[src/rtl/dbs_pkg.sv]
package dbs_pkg;

    typedef enum logic [1:0] {
        ST_IDLE  = 2'd0,
        ST_CLOSE = 2'd1,
        ST_OPEN  = 2'd2,
        ST_COL   = 2'd3
    } seq_state_t;

    typedef struct packed {
        logic close_row;
        logic open_row;
        logic col_rd;
        logic col_wr;
    } dev_cmd_t;

    function automatic int max_w(input int a, input int b);
        return (a > b) ? a : b;
    endfunction

endpackage

[src/rtl/dbs_wait_timer.sv]
module dbs_wait_timer #(
    parameter int CW = 2
) (
    input  logic          clk,
    input  logic          rst,
    input  logic          load,
    input  logic [CW-1:0] load_val,
    output logic          busy
);
    logic [CW-1:0] cnt;

    always_ff @(posedge clk) begin
        if (rst)
            cnt <= '0;
        else if (load)
            cnt <= load_val;
        else if (cnt != '0)
            cnt <= cnt - 1'b1;
    end

    assign busy = (cnt != '0);
endmodule

[src/rtl/dbs_open_row.sv]
module dbs_open_row #(
    parameter int ROW_W = 3
) (
    input  logic             clk,
    input  logic             rst,
    input  logic             set,
    input  logic             clr,
    input  logic [ROW_W-1:0] row_in,
    output logic             valid,
    output logic [ROW_W-1:0] row
);
    always_ff @(posedge clk) begin
        if (rst) begin
            valid <= 1'b0;
            row   <= '0;
        end else if (set) begin
            valid <= 1'b1;
            row   <= row_in;
        end else if (clr) begin
            valid <= 1'b0;
        end
    end
endmodule

[src/rtl/dbs_rd_pipe.sv]
module dbs_rd_pipe #(
    parameter int LAT = 2
) (
    input  logic clk,
    input  logic rst,
    input  logic issue,
    output logic ret
);
    logic [LAT-1:0] stage;

    always_ff @(posedge clk) begin
        if (rst) begin
            stage <= '0;
        end else begin
            stage[0] <= issue;
            for (int i = 1; i < LAT; i++)
                stage[i] <= stage[i-1];
        end
    end

    assign ret = stage[LAT-1];
endmodule

[src/rtl/dram_bank_seq.sv]
module dram_bank_seq #(
    parameter int ROW_W  = 3,
    parameter int COL_W  = 3,
    parameter int DATA_W = 8,
    parameter int T_ACT  = 3,
    parameter int T_PRE  = 2,
    parameter int T_COL  = 2,
    parameter int RD_LAT = 2
) (
    input  logic                                     clk,
    input  logic                                     rst,
    input  logic                                     req_valid,
    output logic                                     req_ready,
    input  logic                                     req_write,
    input  logic [ROW_W+COL_W-1:0]                   req_addr,
    input  logic [DATA_W-1:0]                        req_wdata,
    output logic                                     resp_valid,
    output logic [DATA_W-1:0]                        resp_rdata,
    output logic                                     dev_act,
    output logic                                     dev_pre,
    output logic                                     dev_rd,
    output logic                                     dev_wr,
    output logic [dbs_pkg::max_w(ROW_W,COL_W)-1:0]   dev_addr,
    output logic [DATA_W-1:0]                        dev_wdata,
    input  logic [DATA_W-1:0]                        dev_rdata
);
    import dbs_pkg::*;

    localparam int DEV_AW = max_w(ROW_W, COL_W);
    localparam int T_MAX  = max_w(max_w(T_ACT, T_PRE), T_COL);
    localparam int CW     = $clog2(T_MAX + 1);
    localparam logic [CW-1:0] W_PRE = CW'(T_PRE - 1);
    localparam logic [CW-1:0] W_ACT = CW'(T_ACT - 1);
    localparam logic [CW-1:0] W_COL = CW'(T_COL - 1);

    seq_state_t        state, state_nx;
    logic              q_write;
    logic [ROW_W-1:0]  q_row;
    logic [COL_W-1:0]  q_col;
    logic [DATA_W-1:0] q_wdata;

    logic              wait_busy, wait_load;
    logic [CW-1:0]     wait_val;
    logic              open_v;
    logic [ROW_W-1:0]  open_r;
    logic              issue, accept;
    dev_cmd_t          cmd;

    logic [ROW_W-1:0]  in_row;
    logic [COL_W-1:0]  in_col;
    assign in_row = req_addr[ROW_W+COL_W-1:COL_W];
    assign in_col = req_addr[COL_W-1:0];

    assign req_ready = (state == ST_IDLE) && !wait_busy;
    assign accept    = req_valid && req_ready;
    assign issue     = (state != ST_IDLE) && !wait_busy;

    // command decode from phase
    always_comb begin
        cmd = '0;
        case (state)
            ST_CLOSE: cmd.close_row = issue;
            ST_OPEN:  cmd.open_row  = issue;
            ST_COL: begin
                cmd.col_rd = issue && !q_write;
                cmd.col_wr = issue &&  q_write;
            end
            default: cmd = '0;
        endcase
    end

    // phase sequencing and wait loading
    always_comb begin
        state_nx  = state;
        wait_load = 1'b0;
        wait_val  = '0;
        case (state)
            ST_IDLE: begin
                if (accept) begin
                    if (open_v && open_r == in_row)
                        state_nx = ST_COL;
                    else if (open_v)
                        state_nx = ST_CLOSE;
                    else
                        state_nx = ST_OPEN;
                end
            end
            ST_CLOSE: if (issue) begin
                state_nx  = ST_OPEN;
                wait_load = 1'b1;
                wait_val  = W_PRE;
            end
            ST_OPEN: if (issue) begin
                state_nx  = ST_COL;
                wait_load = 1'b1;
                wait_val  = W_ACT;
            end
            ST_COL: if (issue) begin
                state_nx  = ST_IDLE;
                wait_load = 1'b1;
                wait_val  = W_COL;
            end
            default: state_nx = ST_IDLE;
        endcase
    end

    always_ff @(posedge clk) begin
        if (rst) begin
            state   <= ST_IDLE;
            q_write <= 1'b0;
            q_row   <= '0;
            q_col   <= '0;
            q_wdata <= '0;
        end else begin
            state <= state_nx;
            if (accept) begin
                q_write <= req_write;
                q_row   <= in_row;
                q_col   <= in_col;
                q_wdata <= req_wdata;
            end
        end
    end

    dbs_wait_timer #(.CW(CW)) u_wait (
        .clk      (clk),
        .rst      (rst),
        .load     (wait_load),
        .load_val (wait_val),
        .busy     (wait_busy)
    );

    dbs_open_row #(.ROW_W(ROW_W)) u_open (
        .clk    (clk),
        .rst    (rst),
        .set    (cmd.open_row),
        .clr    (cmd.close_row),
        .row_in (q_row),
        .valid  (open_v),
        .row    (open_r)
    );

    dbs_rd_pipe #(.LAT(RD_LAT)) u_rdret (
        .clk   (clk),
        .rst   (rst),
        .issue (cmd.col_rd),
        .ret   (resp_valid)
    );

    assign dev_act   = cmd.open_row;
    assign dev_pre   = cmd.close_row;
    assign dev_rd    = cmd.col_rd;
    assign dev_wr    = cmd.col_wr;
    assign dev_wdata = cmd.col_wr ? q_wdata : '0;
    assign resp_rdata = dev_rdata;

    always_comb begin
        dev_addr = '0;
        if (cmd.open_row)
            dev_addr = DEV_AW'(q_row);
        else if (cmd.col_rd || cmd.col_wr)
            dev_addr = DEV_AW'(q_col);
    end
endmodule

[config.mk]
export PLATFORM = sky130hd
export DESIGN_NAME = dram_bank_seq
export DESIGN_NICKNAME = d
export VERILOG_FILES = /design/src/rtl/dbs_pkg.sv /design/src/rtl/dbs_wait_timer.sv /design/src/rtl/dbs_open_row.sv /design/src/rtl/dbs_rd_pipe.sv /design/src/rtl/dram_bank_seq.sv
export SDC_FILE = /design/constraint.sdc
export NUM_CORES = 1
export LEC_CHECK = 0
export BUFFER_PORTS_ARGS = -buffer_cell sky130_fd_sc_hd__buf_2
export CAP_MARGIN = 20
export CORE_MARGIN = 1.5
export CORE_UTILIZATION = 51
export CTS_CLUSTER_SIZE = 10
export DETAILED_ROUTE_END_ITERATION = 16
export GPL_ROUTABILITY_DRIVEN = 0
export PLACE_DENSITY = 0.83
export SYNTH_ARGS = -nofsm -noshare
export SYNTH_HDL_FRONTEND = slang
export SYNTH_HIERARCHICAL = 1
export SYNTH_SLANG_ARGS = --single-unit
[constraint.sdc]
create_clock -name clk -period 2.6 [get_ports clk]
set_input_delay 0.13 -clock clk [delete_from_list [all_inputs] [get_ports clk]]
set_output_delay 0.13 -clock clk [all_outputs]
set_load 0.1 [all_outputs]
==> results.md, run 1 <==
- Yosys warns: 6
- Fmax: 0.412 GHz
- H-tree levels: 1
- Fill cells: 209
- Vias in the first global route: 940
- Placement Setup Slack: 368 ps
- # port buffers: 34
- R2r startpoint: state[0]
- Switching Fraction: 46.9%
- Most frequent cell after synthesis: nand2_1
- Synth Area per Inst: 8.36 um^2
- Outcome: finished clean
- Hold Fails Final Rpt: 0
- RSZ-0062 raised after global routing: false
- Post-synth EDFFs: 0
- 1st-pass router iterations: 4
- Post-Synth Simple-Gate Area: 26.3%
- R2R setup slack: 740 ps
- Routed via count: 1120
- Sequential fraction of the synthesis area: 38.4%
- Chip height: 53.6 um
- Worst hold margin: 37.2 ps
- Hold crit path type: primary input to flop
- Max Cap Viol: 0
- Clock share of power: 11.6%
- Core Footprint: 0.00245 mm^2
- Cells after DPL: 206
- Largest net degree at the start of global routing: 29
- Design area: 0.00148 mm^2
- Worst path arrival time: 2300 ps
- Setup crit start kind: flop
- Required time worst endpoint: 2470 ps
- Setup TNS: 0 ps
- CTS Sinks: 25
- CTS root buf: clkbuf_4
- Worst Path Class, Setup: flop to output port
- Synth area leaders: dfxtp_1 (38%), nand2_1 (9.8%), a21oi_1 (7.3%), ha_1 (5.8%), buf_4 (4.6%)
- IO Count: 51
- Hold path depth: 3
- Mux contribution to synthesized area: 2.30%
- Power density cells: 982 mW/mm^2
- Syn Nets: 188
- Worst Setup End Kind: output port
- Reg power frac: 34.5%
- R2r worst-path depth: 7
- Width of the die: 53.6 um
- Clock-pin transition on the worst setup and hold timing paths: 130 ps
- Placed wire-length estimate: 1.98 mm
- Slew HR: 61.0%
- Clock tree buffer depth: 2
- Main synth FF type: dfxtp_1
- Library cells used by synthesis: 31
- Worst Hold Path EP: q_wdata[3]
- Post-DP Area: 0.00144 mm^2
- P_leak: 0.648 nW
- Compound-cell area share of the yosys netlist: 15.8%
- Finished Layout Cells: 210
- Finish-stage setup viols: 0
- Initial Util: 53.1%
- Post-synth top area cell: dfxtp_1
- Total CTS buffers: 3
- Nets: 213
- Routed Antenna Nets: 0
- GRT Overall Usage: 19.8%
- IR drop worst, VDD: 0.900 mV
- First-pass GRT wire length: 4.17 mm
- Synthesized instance count: 156
- Total Die Area: 0.00287 mm^2
- Syn-to-layout area delta: 13.8%
- Final Skew: 10.5 ps
- # DRC: 0
- Post-CTS Hold Buffers: 0
- Final Max Tran Viols: 0
- XOR/XNOR Fraction of Synth Area: 2.69%
- Share of cells above drive strength 1: 29.4%
- Final cycle utilization of the critical path: 93.3%
- Initial antenna violation count: 0
- Post-synth top cells: nand2_1 (34), dfxtp_1 (25), a21oi_1 (19)
- CTS tree: built
- Routed WL per cell: 13.0 um
- End of the worst register-to-register path: u_open/row[2]
- Ant. Diodes: 0
- Yosys top cell area share: 38.4%
- Switch Pwr: 0.683 mW
- Detailed Route Iter0 Violations: 27
- Final setup margin: 175 ps
- Clk_lat worst skew: 310 ps
- Slew @ Worst Pin: 583 ps
- Standard-cell rows: 18
- Synth async-reset ratio: 0%
- Overflow after GRT: 0
- Vias per inst: 5.33
- Adder-Cell Fraction of Synth Area: 5.76%
- P_int: 0.774 mW
- Critical-path maximum fanout: 9
- #FFs+latches synth: 25
- Cell Area, Synth: 0.00130 mm^2
- Final WL: 2.72 mm
- Combinational share of power: 53.9%
- Largest family of logic cells by synthesized area: simple AND/OR/NAND/NOR gates
- Tmin final: 2430 ps
- Worst hold start: req_wdata[3]
[sequential cells by signal, summed over array words and instances (netlist names)]
register       cells
u_open/row         3
u_wait/cnt         2
u_rdret/stage      2
state              2
q_wdata            8
q_write            1
u_open/valid       1
q_col              3
q_row              3
[per-stage QoR]
step           util [%]  total power [mW]
5_1_grt            60.4              1.55
6_report           60.4              1.46
4_1_cts            59.8              1.46
2_1_floorplan         -              1.22
3_3_place_gp       58.5              1.26
3_5_place_dp       58.5              1.29
[worst max-delay path by stage]
stage                   endpoint  slack (ps)      from  cells past startpoint
finish              dev_wdata[0]         170  state[0]                      7
global route        dev_wdata[0]          50  state[0]                      7
CTS                 dev_wdata[0]         0.7  state[0]                      7
detailed placement  dev_wdata[6]         370  state[0]                      7
global placement    dev_wdata[0]         460  state[0]                      7
floorplan            dev_addr[0]           7  state[0]                      4
[power by group through the flow]
stage / Sequential (mW) / Clock [mW] / Combinational (mW)
final: 0.502 / 0.169 / 0.786
after global routing: 0.510 / 0.187 / 0.853
after CTS: 0.502 / 0.176 / 0.787
after detailed placement: 0.511 / 0 / 0.784
after global placement: 0.507 / 0 / 0.757
after floorplan: 0.500 / 0 / 0.721
[critical path, cell delays in order (launching register included)]
cell and delay (ps):
dfxtp_1 380, inv_1 100, ha_1 300, or2_4 310, inv_2 120, and3_2 280
and2_2 160, clkbuf_4 320
[repair_timing]
action | CTS | global route
buffers inserted | 0 | 0
resized for setup | 2 | 7
pin swaps | 0 | 0
endpoints found under the hold margin | 0 | 0
endpoints found under the setup margin | 2 | 6
[layout by cell type (no fill, tap or decap), types with 2 or more instances in the layout]
| cell type | count |
|---|---|
| nand2_1 | 34 |
| buf_2 | 26 |
| dfxtp_1 | 25 |
| a21oi_1 | 19 |
| and2_2 | 9 |
| clkbuf_4 | 9 |
| nor2_1 | 7 |
| inv_1 | 6 |
| nand3b_1 | 6 |
| ha_1 | 6 |
| nor2b_1 | 4 |
| xor2_1 | 4 |
| mux2i_1 | 3 |
| nand2b_1 | 2 |
| buf_4 | 2 |
| and2b_1 | 2 |
[layer usage]
metal / vias up / part of all wire, % / global-route usage [%] / wire, um
met5: - / 0 / 0 / 0
met4: 0 / 0.15 / 4.27 / 4
met3: 2 / 7.1 / 4.17 / 192
met2: 47 / 48 / 35.6 / 1310
met1: 519 / 45 / 24.2 / 1210
li1: 552 / - / - / -
[final cells by class]
cell class | instances | area (um^2) | share of cell area (%)
Tap cell | 30 | 37.5 | 2.53
Multi-Input combinational cell | 110 | 703 | 47.4
Inverter | 7 | 26.3 | 1.77
Sequential cell | 25 | 500 | 33.7
Clock buffer | 4 | 26.3 | 1.77
Timing Repair Buffer | 34 | 190 | 12.8
[logic make-up after synthesis]
| group | after synthesis |
|---|---|
| AOI/OAI and AO/OA | 28 |
| DFF | 25 |
| and+or+nand+nor | 69 |
| buffers and inverters | 21 |
| muxes | 3 |
| xor gates and xnor gates | 4 |
| adders and majority gates | 6 |
(Power assumes the default switching activity.)
==> inputs of run 2 (changes only) <==
Settings changed: CORE_MARGIN 1.5 to 4.
==> run 2 against run 1 <==
  * Sequential share of layout area is 0.14 points lower
  * Clock-buffer cell count is 1 lower
  * Sequential power hardly changed
  * Worst setup slack worse by 30 ps
  * Clock skew is 7.8 ps lower
  * Utilization is 0.25 points higher
  * First-iteration DRC count is 70% higher
  * Combinational power is 2% higher
  * Global-route usage is 1.7 points lower
  * Final area is 0.42% higher
  * Die area is 20% higher
  * Hold slack worse by 11 ps
  * Largest cell class unchanged
==> results.md, run 2 (same netlist as run 1, synthesis figures left out) <==
- Share of cells above drive strength 1: 30.0% (+0.56 points)
- H-tree levels: 1 (unchanged)
- Worst hold start: req_addr[1]
- Hold crit path type: primary input to flop
- CTS tree: built
- Pwr Total: 1.49 mW (+2.0%)
- Routed via count: 1100 (-1.8%)
- Fmax: 0.407 GHz (-1.2%)
- Width of the die: 58.6 um (+9.3%)
- RSZ-0062 raised after global routing: false
- Standard-cell rows: 18 (unchanged)
- Vias in the first global route: 1085 (+15%)
- Core Footprint: 0.00245 mm^2 (unchanged)
- CTS root buf: clkbuf_4
- Overflow after GRT: 0 (unchanged)
- Hold path depth: 3 (unchanged)
- CP endpoint: dev_wdata[6]
- Slew HR: 59.2% (-1.8 points)
- Routed WL per cell: 13.9 um (+7.6%)
- Critical-path maximum fanout: 9 (unchanged)
- GRT Overall Usage: 18.1% (-1.7 points)
- First-pass GRT wire length: 4.79 mm (+15%)
- Routed Antenna Nets: 0 (unchanged)
- Setup crit start kind: flop
- Total Die Area: 0.00343 mm^2 (+20%)
- Vias per inst: 5.24 (-1.8%)
- Postcts setup bufs: 0 (unchanged)
- Slew @ Worst Pin: 610 ps (+27.2 ps)
- Final Skew: 2.68 ps (-7.81 ps)
- Clock-pin transition on the worst setup and hold timing paths: 140 ps (about the same)
- Critical Path, Cell by Cell: inv_1 > ha_1 > or2_4 > inv_2 > and3_2 > and2_2 > buf_4
- End of the worst register-to-register path: u_open/row[1]
- Ant. Diodes: 0 (unchanged)
- Worst Setup End Kind: output port
- Hold Fails Final Rpt: 0 (unchanged)
- Max Cap Viol: 0 (unchanged)
- Largest net degree at the start of global routing: 29 (unchanged)
- Worst Path Class, Setup: flop to output port
- Nets: 213 (unchanged)
- P_leak: 0.650 nW (+0.27%)
- Initial Util: 53.1% (unchanged)
- Outcome: finished clean
- Total CTS buffers: 3 (unchanged)
- Tmin final: 2460 ps (+30.2 ps)
- Initial antenna violation count: 0 (unchanged)
- IO Count: 51 (unchanged)
- Worst path arrival time: 2330 ps (+30 ps)
- R2R setup slack: 670 ps (-70 ps)
- 1st-pass router iterations: 4 (unchanged)
- Syn-to-layout area delta: 14.3%
- Final cycle utilization of the critical path: 94.4% (+1.2 points)
- R2r startpoint: state[0]
- Final WL: 2.93 mm (+7.6%)
- Setup TNS: 0 ps (unchanged)
- Chip height: 58.6 um (+9.3%)
- Most frequent cells in the layout: nand2_1 (34), buf_2 (25), dfxtp_1 (25)
- IR drop worst, VDD: 1.13 mV (+26%)
- Reg with most FFs: q_wdata
- Finish-stage setup viols: 0 (unchanged)
- Power density cells: 997 mW/mm^2 (+1.5%)
- R2r worst-path depth: 7 (unchanged)
- Critical Path Start: state[0]
- # port buffers: 34 (unchanged)
- Slowest cell on crit path: dfxtp_1
- Final Max Tran Viols: 0 (unchanged)
- Post-CTS Hold Buffers: 0 (unchanged)
- # DRC: 0 (unchanged)
- Detailed Route Iter0 Violations: 46 (+70%)
- Clock tree buffer depth: 2 (unchanged)
- Most common cell after layout, fill and taps aside: nand2_1
- Delay of the slowest cell on the worst path: 390 ps (about the same)
- Max reg flops: 8 (unchanged)
- Placed wire-length estimate: 2.17 mm (+9.8%)
- CTS Sinks: 25 (unchanged)
- Required time worst endpoint: 2470 ps (about the same)
- Clk_lat worst skew: 320 ps (about the same)
## run 2: changes by cell type in the layout (fill, tap and decap cells not counted), sizes merged
cell      delta
clkinvlp     +1
clkbuf       -6
buf          +5
## run 2: how the worst min path moves through the flow
stage | end | slack (ps)
floorplan | u_open/valid | 200
global placement | resp_rdata[0] | 260
detailed placement | resp_rdata[0] | 260
CTS | q_wdata[3] | 8
global route | q_col[1] | 0.9
finish | q_col[1] | 30
## run 2: metrics by stage
| step | std cells | worst slack, ps | util [%] | cell area, um^2 | hold WS, ps |
|---|---|---|---|---|---|
| 2_1_floorplan | 156 | 6.79 | - | 1320 | 199 |
| 3_3_place_gp | 206 | 455 | 58.5 | 1440 | 261 |
| 3_5_place_dp | 206 | 332 | 58.5 | 1440 | 261 |
| 4_1_cts | 210 | 71.9 | 60.6 | 1490 | 7.54 |
| 5_1_grt | 210 | 41.7 | 60.7 | 1490 | 0.908 |
| 6_report | 210 | 144 | 60.7 | 1490 | 25.8 |
## run 2: power breakdown
group          leakage [nW]  total (mW)  switching [mW]  internal [mW]
Sequential            0.204       0.502          0.0444          0.458
Combinational         0.432       0.803           0.546          0.258
Clock                0.0139       0.181           0.122         0.0588
Total                 0.650        1.49           0.712          0.774
## run 2: cell type report
class	instances	area, um^2
tap	30	37.5
clock inverter	1	7.51
inverter	7	26.3
multi-input combinational	110	703
fill	211	965
sequential	25	500
clock buffer	3	22.5
timing repair buffer	34	193
## run 2: per-layer routing
metal / routed length [um] / global-route usage (%) / vias up
li1: - / - / 554
met1: 1270 / 22.8 / 503
met2: 1400 / 29.5 / 37
met3: 202 / 4.39 / 6
met4: 57 / 7.62 / 0
met5: 0 / 0 / -
## run 2: repair_timing
item,CTS,global route
cloned,0,0
setup endpoints to repair,8,9
pin swaps,0,0
resized for setup,8,2
## run 2: critical path, delay by kind of cell (launching register included)
| kind | cells | cell delay (ps) |
|---|---|---|
| flops | 1 | 390 |
| fa+ha+maj | 1 | 310 |
| simple gates | 3 | 770 |
| buf+inv | 3 | 530 |
==> inputs of run 3 (changes only) <==
Clock period 2.6 ns to 3.15 ns, I/O delays scaled along.
==> run 3 against run 2 <==
  * Sequential power shrank 17%
  * Critical endpoint is now dev_wdata[0]
  * Clock skew shrank 1.4 ps
  * Critical path type unchanged
  * Die area is the same
  * Combinational power shrank 19%
  * Non-clock buffer count is the same
  * Power shrank 18%
  * Hold slack gained 34 ps
  * First-iteration DRC count shrank 74%
  * Final cell count is the same
  * Worst setup slack gained 340 ps
  * Critical path depth is the same
==> results.md, run 3 (same netlist as run 1, synthesis figures left out) <==
- Routed WL per cell: 14.0 um (+0.17%)
- Overflow after GRT: 0 (unchanged)
- Worst Setup End Kind: output port
- Placement Setup Slack: 885 ps (+553 ps)
- Total CTS buffers: 3 (unchanged)
- Vias in the first global route: 1095 (+0.92%)
- Switching Fraction: 47.4% (-0.48 points)
- Routed Antenna Nets: 0 (unchanged)
- Hold crit path type: primary input to flop
- Reg with most FFs: q_wdata
- Final WL: 2.93 mm (+0.17%)
- Syn-to-layout area delta: 11.3%
- Required time worst endpoint: 2990 ps (+520 ps)
- CTS-repair resized insts: 0 (-8)
- Final Skew: 1.29 ps (-1.39 ps)
- Postcts setup bufs: 0 (unchanged)
- Max Cap Viol: 0 (unchanged)
- P_int: 0.638 mW (-18%)
- GRT Overall Usage: 18.2% (+0.046 points)
- Slew @ Worst Pin: 620 ps (+10.3 ps)
- Outcome: finished clean
- Core Footprint: 0.00245 mm^2 (unchanged)
- Finish-stage setup viols: 0 (unchanged)
- Initial Util: 53.1% (unchanged)
- Fmax: 0.375 GHz
- Hold Fails Final Rpt: 0 (unchanged)
- # DRC: 0 (unchanged)
- Delay of the slowest cell on the worst path: 420 ps (+30 ps)
- IO Count: 51 (unchanged)
- Combinational share of power: 53.9% (about the same)
- Max reg flops: 8 (unchanged)
- Nets: 213 (unchanged)
- Vias per inst: 5.15 (-1.6%)
- Critical Path, Cell by Cell: inv_1 > ha_1 > or2_4 > inv_2 > and3_1 > and2_1 > buf_2
- # port buffers: 34 (unchanged)
- Setup TNS: 0 ps (unchanged)
- Switch Pwr: 0.575 mW (-19%)
- CTS tree: built
- Clock share of power: 11.7% (-0.5 points)
- Final setup margin: 482 ps (+338 ps)
- Ant. Diodes: 0 (unchanged)
- Slowest cell on crit path: buf_2
- Share of cells above drive strength 1: 24.4% (-5.6 points)
- P_leak: 0.650 nW (about the same)
- Final cycle utilization of the critical path: 84.7%
- Chip height: 58.6 um (unchanged)
- Detailed Route Iter0 Violations: 12 (-74%)
- Setup crit start kind: flop
- RSZ-0062 raised after global routing: false
- Most frequent cells in the layout: nand2_1 (34), buf_2 (34), dfxtp_1 (25)
- Final Max Tran Viols: 0 (unchanged)
- CTS root buf: clkbuf_4
- First-pass GRT wire length: 4.80 mm (+0.15%)
- Clock-pin transition on the worst setup and hold timing paths: 130 ps (about the same)
- Critical-path maximum fanout: 9 (unchanged)
- CTS Sinks: 25 (unchanged)
- Total Die Area: 0.00343 mm^2 (unchanged)
- Slew HR: 58.5% (-0.69 points)
- Standard-cell rows: 18 (unchanged)
- Post-CTS Hold Buffers: 0 (unchanged)
- Clock tree buffer depth: 2 (unchanged)
- Placed wire-length estimate: 2.16 mm (-0.64%)
- Reg power frac: 34.4% (+0.6 points)
- Largest net degree at the start of global routing: 29 (unchanged)
- 1st-pass router iterations: 4 (unchanged)
- Worst path arrival time: 2510 ps (+180 ps)
- Width of the die: 58.6 um (unchanged)
- Power density cells: 836 mW/mm^2 (-16%)
- H-tree levels: 1 (unchanged)
- Tmin final: 2670 ps
- Clk_lat worst skew: 310 ps (about the same)
- Routed via count: 1082 (-1.6%)
- Worst Path Class, Setup: flop to output port
- IR drop worst, VDD: 0.553 mV (-51%)
- Initial antenna violation count: 0 (unchanged)
run 3: metal layers:
layer / up-vias / part of all wire, % / global-route usage, %
li1: 554 / - / -
met1: 490 / 42 / 20.3
met2: 34 / 51 / 34.0
met3: 4 / 5.8 / 3.29
met4: 0 / 0.55 / 6.62
met5: - / 0 / 0
run 3: through the flow:
step	hold slack [ps]	cell area, um^2	util [%]	cells	power (mW)
after floorplan	227	1300	-	156	1.01
after global placement	316	1420	58.0	206	1.04
after detailed placement	316	1420	58.0	206	1.08
after CTS	48.2	1450	59.1	210	1.22
after global routing	52.9	1450	59.1	210	1.29
final	60.1	1450	59.1	210	1.21
run 3: critical path, delay by kind of cell, from the launching register on:
| family | cells | cell delay, ps |
|---|---|---|
| adder cells (fa/ha/maj) | 1 | 300 |
| AND/OR/NAND/NOR | 3 | 820 |
| buffers and inverters | 3 | 670 |
| flip-flops | 1 | 400 |
run 3: path summary, 6_finish.rpt:
path,start,endpoint,slack [ps],depth (start not counted)
worst max-delay path,state[0],dev_wdata[0],480,7
worst min-delay path,req_wdata[5],q_wdata[5],60,3
worst max register to register,state[0],u_open/row[1],1270,7
worst min register to register,q_wdata[5],q_wdata[5],460,2
run 3: power groups by stage:
| stage | Clock [mW] | Sequential [mW] | Combinational [mW] |
|---|---|---|---|
| after floorplan | 0 | 0.413 | 0.595 |
| after global placement | 0 | 0.418 | 0.622 |
| after detailed placement | 0 | 0.424 | 0.651 |
| after CTS | 0.149 | 0.416 | 0.656 |
| after global routing | 0.160 | 0.423 | 0.709 |
| final | 0.142 | 0.417 | 0.654 |
run 3: cell type report:
cell class	instances	area [um^2]
multi-input combinational	110	689
clock buffer	3	22.5
sequential	25	500
inverter	7	26.3
tap	30	37.5
timing repair buffer	34	170
clock inverter	1	5.00
fill	235	1000
